[src/rtl/sram_seq_pkg.sv]
package sram_seq_pkg;

  // Strobes from the control FSM to the datapath, one cycle each.
  typedef struct packed {
    logic latchDir;
    logic clrPdn;
    logic setPdn;
    logic setClkIso;
    logic clrClkIso;
    logic setIsoRel;
    logic clrIsoRel;
    logic startSettle;
    logic startWait;
  } seqStrobe_t;

  typedef enum logic [2:0] {
    ST_IDLE,
    ST_SETTLE_DN,
    ST_DN_PDN,
    ST_WAIT_ACK,
    ST_SETTLE_UP,
    ST_FINISH
  } seqState_t;

endpackage

[src/rtl/sram_seq_dp.sv]
module sram_seq_dp
  import sram_seq_pkg::*;
#(
  parameter int NUM_BANKS      = 4,
  parameter bit HAS_ISO        = 1'b1,
  parameter int SETTLE_CYCLES  = 50,
  parameter int TIMEOUT_CYCLES = 50000
) (
  input  logic                 clk,
  input  logic                 rstN,
  input  seqStrobe_t           strobe,
  input  logic                 dirUp,
  input  logic [NUM_BANKS-1:0] pdnAck,
  output logic [NUM_BANKS-1:0] pdnOut,
  output logic                 clkIsoOut,
  output logic                 isoRelOut,
  output logic                 ackMatch,
  output logic                 settleDone,
  output logic                 waitExpired
);

  localparam int SettleW = $clog2(SETTLE_CYCLES + 1);
  localparam int WaitW   = $clog2(TIMEOUT_CYCLES + 1);
  localparam logic [SettleW-1:0] SettleLast = SettleW'(SETTLE_CYCLES - 1);
  localparam logic [WaitW-1:0]   WaitLast   = WaitW'(TIMEOUT_CYCLES - 1);

  logic                 targetUp;
  logic [NUM_BANKS-1:0] pdnReg;
  logic [SettleW-1:0]   settleCnt;
  logic [WaitW-1:0]     waitCnt;

  // Requested direction, latched when a run is accepted.
  always_ff @(posedge clk or negedge rstN) begin
    if (!rstN)                targetUp <= 1'b0;
    else if (strobe.latchDir) targetUp <= dirUp;
  end

  // Power-down field is driven as a whole.
  always_ff @(posedge clk or negedge rstN) begin
    if (!rstN)              pdnReg <= '1;
    else if (strobe.setPdn) pdnReg <= '1;
    else if (strobe.clrPdn) pdnReg <= '0;
  end
  assign pdnOut = pdnReg;

  // All banks must agree with the requested state.
  assign ackMatch = targetUp ? (pdnAck == '0) : (&pdnAck);

  // Settling delay counter, saturates at its last value.
  always_ff @(posedge clk or negedge rstN) begin
    if (!rstN)                   settleCnt <= '0;
    else if (strobe.startSettle) settleCnt <= '0;
    else if (settleCnt != SettleLast) settleCnt <= settleCnt + 1'b1;
  end
  assign settleDone = (settleCnt == SettleLast);

  // Acknowledge wait counter.
  always_ff @(posedge clk or negedge rstN) begin
    if (!rstN)                 waitCnt <= '0;
    else if (strobe.startWait) waitCnt <= '0;
    else if (waitCnt != WaitLast) waitCnt <= waitCnt + 1'b1;
  end
  assign waitExpired = (waitCnt == WaitLast);

  generate
    if (HAS_ISO) begin : g_iso
      logic clkIsoReg;
      logic isoRelReg;

      always_ff @(posedge clk or negedge rstN) begin
        if (!rstN)                 clkIsoReg <= 1'b1;
        else if (strobe.setClkIso) clkIsoReg <= 1'b1;
        else if (strobe.clrClkIso) clkIsoReg <= 1'b0;
      end

      always_ff @(posedge clk or negedge rstN) begin
        if (!rstN)                 isoRelReg <= 1'b0;
        else if (strobe.setIsoRel) isoRelReg <= 1'b1;
        else if (strobe.clrIsoRel) isoRelReg <= 1'b0;
      end

      assign clkIsoOut = clkIsoReg;
      assign isoRelOut = isoRelReg;

      AST_REL_AFTER_ACK: assert property (@(posedge clk) disable iff (!rstN)
        $rose(isoRelOut) |-> (pdnOut == '0) && (pdnAck == '0));
      AST_CLKISO_DROP_RELEASED: assert property (@(posedge clk) disable iff (!rstN)
        $fell(clkIsoOut) |-> isoRelOut);
      AST_PDN_SET_ISOLATED: assert property (@(posedge clk) disable iff (!rstN)
        $rose(pdnOut[0]) |-> clkIsoOut && !isoRelOut);
    end else begin : g_noiso
      assign clkIsoOut = 1'b0;
      assign isoRelOut = 1'b1;
    end
  endgenerate

endmodule

[src/rtl/sram_seq_ctrl.sv]
module sram_seq_ctrl
  import sram_seq_pkg::*;
#(
  parameter bit HAS_ISO = 1'b1
) (
  input  logic       clk,
  input  logic       rstN,
  input  logic       start,
  input  logic       dirUp,
  input  logic       ackMatch,
  input  logic       settleDone,
  input  logic       waitExpired,
  output seqStrobe_t strobe,
  output logic       done,
  output logic       timeoutErr
);

  seqState_t state;
  seqState_t stateNext;
  logic      runUp;
  logic      errFlag;
  logic      errSet;

  always_comb begin
    stateNext = state;
    strobe    = '0;
    errSet    = 1'b0;
    unique case (state)
      ST_IDLE: begin
        if (start) begin
          strobe.latchDir = 1'b1;
          if (dirUp) begin
            strobe.clrPdn    = 1'b1;
            strobe.startWait = 1'b1;
            stateNext        = ST_WAIT_ACK;
          end else if (HAS_ISO) begin
            strobe.setClkIso   = 1'b1;
            strobe.startSettle = 1'b1;
            stateNext          = ST_SETTLE_DN;
          end else begin
            strobe.setPdn    = 1'b1;
            strobe.startWait = 1'b1;
            stateNext        = ST_WAIT_ACK;
          end
        end
      end
      ST_SETTLE_DN: begin
        if (settleDone) begin
          strobe.clrIsoRel = 1'b1;
          stateNext        = ST_DN_PDN;
        end
      end
      ST_DN_PDN: begin
        strobe.setPdn    = 1'b1;
        strobe.startWait = 1'b1;
        stateNext        = ST_WAIT_ACK;
      end
      ST_WAIT_ACK: begin
        if (ackMatch) begin
          if (runUp && HAS_ISO) begin
            strobe.setIsoRel   = 1'b1;
            strobe.startSettle = 1'b1;
            stateNext          = ST_SETTLE_UP;
          end else begin
            stateNext = ST_FINISH;
          end
        end else if (waitExpired) begin
          errSet    = 1'b1;
          stateNext = ST_FINISH;
        end
      end
      ST_SETTLE_UP: begin
        if (settleDone) begin
          strobe.clrClkIso = 1'b1;
          stateNext        = ST_FINISH;
        end
      end
      ST_FINISH: stateNext = ST_IDLE;
      default:   stateNext = ST_IDLE;
    endcase
  end

  always_ff @(posedge clk or negedge rstN) begin
    if (!rstN) state <= ST_IDLE;
    else       state <= stateNext;
  end

  always_ff @(posedge clk or negedge rstN) begin
    if (!rstN)                runUp <= 1'b0;
    else if (strobe.latchDir) runUp <= dirUp;
  end

  always_ff @(posedge clk or negedge rstN) begin
    if (!rstN)                errFlag <= 1'b0;
    else if (strobe.latchDir) errFlag <= 1'b0;
    else if (errSet)          errFlag <= 1'b1;
  end

  assign done       = (state == ST_FINISH);
  assign timeoutErr = done && errFlag;

  AST_DONE_ONE_CYCLE: assert property (@(posedge clk) disable iff (!rstN)
    done |=> !done);
  AST_ERR_ONLY_WITH_DONE: assert property (@(posedge clk) disable iff (!rstN)
    timeoutErr |-> done);
  AST_BUSY_IGNORES_START: assert property (@(posedge clk) disable iff (!rstN)
    (state != ST_IDLE) && (state != ST_FINISH) |=> $stable(runUp));
  AST_STRONG_PDN_EXCL: assert property (@(posedge clk) disable iff (!rstN)
    !(strobe.setPdn && strobe.clrPdn));

endmodule

[src/rtl/sram_pwr_seq.sv]
module sram_pwr_seq
  import sram_seq_pkg::*;
#(
  parameter int NUM_BANKS      = 4,
  parameter bit HAS_ISO        = 1'b1,
  parameter int SETTLE_CYCLES  = 50,
  parameter int TIMEOUT_CYCLES = 50000
) (
  input  logic                 clk,
  input  logic                 rstN,
  input  logic                 start,
  input  logic                 dirUp,
  input  logic [NUM_BANKS-1:0] pdnAck,
  output logic [NUM_BANKS-1:0] pdnOut,
  output logic                 clkIsoOut,
  output logic                 isoRelOut,
  output logic                 done,
  output logic                 timeoutErr
);

  seqStrobe_t strobe;
  logic       ackMatch;
  logic       settleDone;
  logic       waitExpired;

  sram_seq_ctrl #(
    .HAS_ISO(HAS_ISO)
  ) u_ctrl (
    .clk        (clk),
    .rstN       (rstN),
    .start      (start),
    .dirUp      (dirUp),
    .ackMatch   (ackMatch),
    .settleDone (settleDone),
    .waitExpired(waitExpired),
    .strobe     (strobe),
    .done       (done),
    .timeoutErr (timeoutErr)
  );

  sram_seq_dp #(
    .NUM_BANKS     (NUM_BANKS),
    .HAS_ISO       (HAS_ISO),
    .SETTLE_CYCLES (SETTLE_CYCLES),
    .TIMEOUT_CYCLES(TIMEOUT_CYCLES)
  ) u_dp (
    .clk        (clk),
    .rstN       (rstN),
    .strobe     (strobe),
    .dirUp      (dirUp),
    .pdnAck     (pdnAck),
    .pdnOut     (pdnOut),
    .clkIsoOut  (clkIsoOut),
    .isoRelOut  (isoRelOut),
    .ackMatch   (ackMatch),
    .settleDone (settleDone),
    .waitExpired(waitExpired)
  );

endmodule

[config.mk]
export PLATFORM = sky130hd
export DESIGN_NAME = sram_pwr_seq
export DESIGN_NICKNAME = d
export VERILOG_FILES = /design/src/rtl/sram_seq_pkg.sv /design/src/rtl/sram_seq_dp.sv /design/src/rtl/sram_seq_ctrl.sv /design/src/rtl/sram_pwr_seq.sv
export SDC_FILE = /design/constraint.sdc
export NUM_CORES = 1
export LEC_CHECK = 0
export ABC_AREA = 1
export ABC_CLOCK_PERIOD_IN_PS = 3380
export BUFFER_PORTS_ARGS = -buffer_cell sky130_fd_sc_hd__buf_2
export CORE_MARGIN = 5
export CORE_UTILIZATION = 60
export DETAILED_ROUTE_END_ITERATION = 10
export PLACE_DENSITY = 0.8
export SLEW_MARGIN = 20
export SYNTH_ARGS = -nofsm -noshare
export SYNTH_HDL_FRONTEND = slang
export SYNTH_HIERARCHICAL = 1
export SYNTH_SLANG_ARGS = --single-unit
[constraint.sdc]
create_clock -name clk -period 3.38 [get_ports clk]
set_input_delay 0.338 -clock clk [delete_from_list [all_inputs] [get_ports clk]]
set_output_delay 0.338 -clock clk [all_outputs]
set_load 0.01 [all_outputs]
Yosys cells after proc, flatten, opt, wreduce, memory -nomap -nowiden
Cells that the tools add are included.
{"block": "classes", "add_sub_neg": 2, "multipliers": 0, "div_mod_pow": 0, "order_cmp": 0, "eq_ne": 13, "shift": 0, "mux": 40, "bitwise": 0, "n_reduce_logical": 11}
{"cell": "$mux W16", "count": 2}
{"cell": "$mux W1", "count": 21}
{"cell": "$add A16 B1 Y16 const B", "count": 1}
{"cell": "$eq A16 B16 Y1 const B", "count": 1}
{"cell": "$ne A16 B16 Y1 const B", "count": 1}
{"cell": "$mux W3", "count": 5}
{"cell": "$pmux W3 S5", "count": 1}
{"cell": "$mux W4", "count": 3}
{"cell": "$mux W6", "count": 2}
{"cell": "$reduce_bool A2 Y1", "count": 6}
{"cell": "$reduce_and A4 Y1", "count": 2}
{"cell": "$add A6 B1 Y6 const B", "count": 1}
{"cell": "$eq A3 B2 Y1 const B", "count": 2}
{"cell": "$eq A3 B3 Y1 const B", "count": 2}
{"cell": "$eq A6 B6 Y1 const B", "count": 1}
{"cell": "$mux W2", "count": 3}
{"cell": "$ne A2 B2 Y1 const B", "count": 3}
{"cell": "$ne A6 B6 Y1 const B", "count": 1}
{"cell": "$pmux W1 S2", "count": 3}
{"cell": "$logic_not A4 Y1", "count": 1}
{"cell": "$eq A3 B1 Y1 const B", "count": 1}
{"cell": "$logic_not A3 Y1", "count": 1}
{"cell": "$ne A3 B2 Y1 const B", "count": 1}
{"cell": "$logic_and A1 B1 Y1", "count": 1}
{"block": "word_totals", "ff_bits": 33, "latchBits": 0, "ram_bits": 0, "romBits": 0, "input_bits": 8, "out_inout_bits": 8, "n_memories": 0}

Logic depth before layout (Yosys ltp)
{"block": "logic_depth", "depth_word": 6, "depth_mapped": 11}

Cells and area by module
The synthesis kept the hierarchy.
{"mod": "sram_seq_dp", "n_inst": 1, "cells_per_inst": 191, "area_per_inst_um2": 1430.1, "seq_area_each_um2": 653.1}
{"mod": "sram_seq_ctrl", "n_inst": 1, "cells_per_inst": 60, "area_per_inst_um2": 382.9, "seq_area_each_um2": 125.1}

Worst setup path after synthesis
OpenSTA, ideal clock, no wires.
{"block": "synth_path", "path_type": "register to register", "from": "reg u_ctrl.state[0]", "to": "reg u_dp.waitCnt[0]", "setup_ns": 0.066, "arrival_time_ns": 1.540, "path_slack_ns": 1.774, "stages_incl_launch_ff": 11, "n_path_buf": 1, "path_cell_list": "dfrtp_1 -> inv_1 -> nand2_2 -> nor3_4 -> nand2_2 -> inv_2 -> or2_1 -> inv_1 -> clkbuf_1 -> nand4_1 -> nand2_1"}
{"element": "from (decl)", "line_no": "sram_seq_ctrl.sv:18", "text": "seqState_t state;"}
{"element": "from (signal assigned)", "line_no": "sram_seq_ctrl.sv:85", "text": "else state <= stateNext;"}
{"element": "to (signal assigned)", "line_no": "sram_seq_dp.sv:61", "text": "else if (waitCnt != WaitLast) waitCnt <= waitCnt + 1'b1;"}
{"element": "to (decl)", "line_no": "sram_seq_dp.sv:30", "text": "logic [WaitW-1:0] waitCnt;"}

Worst setup path in the final report
{"block": "layout_path", "from": "reg u_dp.waitCnt[0]", "to": "reg u_ctrl.state[0]"}
{"block": "layout_between", "elab_chain_cells": 3}
{"element": "$eq A16 B16 Y1", "line_no": "sram_seq_dp.sv:63", "text": "assign waitExpired = (waitCnt == WaitLast);"}
{"element": "named net waitExpired", "line_no": "sram_pwr_seq.sv:24", "text": "logic waitExpired;"}
{"element": "$ne A3 B2 Y1 (no source line)"}
{"element": "$reduce_and A4 Y1 (no source line)"}
The timed path passes the listed nets, and every way through them passes these cells.
A chain may end at the register's enable or synchronous reset.

==> results.cfg <==
[outcome]
status = completed

[yosys]
synth_ff_type = dfrtp_1
yosysMostFrequentCell = nand2_1
synth.distinct_cells = 30
synth_seq_area_share_pct = 42.9
synth_cells = 251
synth_edf_count = 0
ys_top_cells_by_area = dfrtp_1 (40%), nand2_1 (12%), nor2_1 (9.7%)
synth_nets = 262
netlist_top_cells_count = nand2_1 (58), nor2_1 (47), inv_1 (34)
yosys.area.top_type_share_pct = 40.0
syn_area_um2 = 1810
async_flop_share_pct = 100
ys_seq_elements = 31
syn_avg_cell_area_um2 = 7.22
yosys_warnings = 6
yosysTopAreaCell = dfrtp_1

[sta]
fmax_mhz = 520
timing.final.crit_share_pct = 56.9
tightest_slew_ns = 0.675
timing.hold.ws_ns = 0.0262
drv_slew = 0
relSlewSlack_pct = 55.0
tns_ns = 0
period_needed_ns = 1.92
fin_skew_ns = 0.0164
hold_viol = 0
rsz0062_at_grt = no
setup_viol = 0

[global_route]
grt_max_degree = 32
antenna_found_initial = 0
grt_first_pass_wirelength_um = 6450
first_global_vias = 1535
grt_usage_pct = 20.1
overflow = 0

[final_layout]
fin_nets = 280
syn_to_final_growth_pct = 8.28
layout-drive-gt1-share_pct = 14.4
antenna_cells = 0

[critical_path]
arrival_ns = 2.14
slowest_delay_ns = 0.44
crit_path_end_kind = flop
required_ns = 3.60
critPathLaunchType = flop
worstSetupPathType = flop to flop
crit_top_cell = nand2_2
critPathSlowestCell = nor4_1
cp_cell_sequence = ha_1, nand3_1, nor4_1, nor2_1, nand2_2, nand2_2, inv_2, nand2_2, nand2_1, nand2_1
cp_max_fo = 6

[floorplan]
start_util_pct = 60.9
fp.dieH_um = 65.0
ioPinCount = 16
core_um2 = 2980
design.die.area_um2 = 4220
placementRows = 20
die_w_um = 65.0

[route]
dr.pass1.iters = 4
drc = 0
postRouteAntennaNets = 0
avgViaCountPerCell = 5.25
vias = 1590
routedWlPerCell_um = 11.8
wl_um = 3570
drtIter0Drc = 61

[flow_run]
cap_violations = 0

[cts]
cts_tree = yes
postCtsSetupBuffers = 0
cts_hold_buffers = 0
clk_pin_slew_ns = 0.11
h-tree-depth = 2
clkSinkCount = 31
cts_buffers = 5
cts_buffer_depth = 2
post_cts_resize_count = 0
clk-insertion-delay-late_ns = 0.33
cts_root_buf = clkbuf_4

[placement]
hpwl_um = 2650
io_buffers = 15
gp_congestion = 0.838

[power_and_ir_drop]
p_leak_uw = 0.00104
vdd_ir_drop_max_mv = 0.377
p_per_area_nw_per_um2 = 678

[min_path]
hp-class = primary input to async pin
[through the flow]
stage | total power, uW | instances | area, um2 | setup WS [ns] | util, %
after floorplan | 994 | 251 | 1810 | 1.77 | -
after global placement | 1090 | 295 | 1900 | 1.51 | 63.9
after detailed placement | 1110 | 295 | 1900 | 1.51 | 63.9
after CTS | 1340 | 303 | 1960 | 1.46 | 65.9
after global routing | 1470 | 303 | 1960 | 1.16 | 65.9
final | 1330 | 303 | 1960 | 1.46 | 65.9
[final cells by class]
| type | instances | area (um2) |
|---|---|---|
| clock inverter | 1 | 5.00 |
| sequential | 31 | 778 |
| multi-input combinational | 179 | 870 |
| timing repair buffer | 15 | 75.1 |
| fill | 250 | 1010 |
| inverter | 37 | 139 |
| clock buffer | 7 | 55.1 |
| tap | 33 | 41.3 |
[cell families (layout without fill, tap and decap cells)]
logic type	Yosys count	count (layout)	synth area share [%]
and+or+nand+nor	149	149	36.3
buffers and inverters	41	60	9.11
DFF	31	31	42.9
AOI/OAI and AO/OA	23	23	7.52
adders and majority gates	3	3	2.07
xor gates and xnor gates	3	3	1.45
muxes	1	1	0.621
[registers in the layout, summed over array words and instances, names as in the netlist]
register / count
u_ctrl/errFlag: 1
u_ctrl/runUp: 1
u_ctrl/state: 3
u_dp/clkIsoOut: 1
u_dp/isoRelOut: 1
u_dp/pdnOut: 1
u_dp/settleCnt: 6
u_dp/targetUp: 1
u_dp/waitCnt: 16
[metal layers]
layer | up-vias | global-route usage, % | part of all wire (%)
met1 | 719 | 22.6 | 46
met3 | 8 | 5.37 | 3.6
met5 | - | 0 | 0
met4 | 0 | 10.8 | 2.3
li1 | 834 | - | -
met2 | 29 | 34.4 | 48
[worst paths after layout]
| kind | start | end | slack, ns | cells after the start |
|---|---|---|---|---|
| setup / recovery | u_dp/waitCnt[0] | u_ctrl/state[0] | 1.46 | 10 |
| hold / removal | rstN | u_dp/settleCnt[2] | 0.03 | 1 |
| setup reg to reg | u_dp/waitCnt[0] | u_ctrl/state[0] | 1.46 | 10 |
| hold reg to reg | u_dp/clkIsoOut | u_dp/clkIsoOut | 0.47 | 2 |
| max in group asynchronous | rstN | u_dp/waitCnt[14] | 2.90 | 1 |
| min in group clk | dirUp | u_ctrl/runUp | 0.31 | 3 |
[report_power, final]
| group | switching (uW) | leakage, uW | internal (uW) | total (uW) |
|---|---|---|---|---|
| clock network | 123 | 0.0000353 | 101 | 223 |
| logic | 329 | 0.000612 | 198 | 527 |
| registers | 99.7 | 0.000396 | 481 | 580 |
[worst max-delay path, delay by kind of cell (launching register included)]
kind	cells	cell delay [ns]
and+or+nand+nor	8	1.01
adders and majority gates	1	0.29
buffers and inverters	1	0.08
DFF	1	0.42
[cells in the final DEF, fill, tap and decap left out, types with 2 or more instances in the layout]
| cell type | instances |
|---|---|
| a21oi_1 | 8 |
| a31oi_1 | 2 |
| buf_2 | 15 |
| clkbuf_4 | 5 |
| dfrtp_1 | 29 |
| dfstp_2 | 2 |
| ha_1 | 3 |
| inv_1 | 34 |
| inv_2 | 3 |
| nand2_1 | 58 |
| nand2_2 | 7 |
| nand3_1 | 17 |
| nand4_1 | 9 |
| nor2_1 | 47 |
| nor3_1 | 2 |
| nor4_1 | 2 |
| o21ai_0 | 5 |
| o21bai_1 | 5 |
| or2_2 | 2 |
| xor2_1 | 2 |
Power figures use the tool's default switching activity.
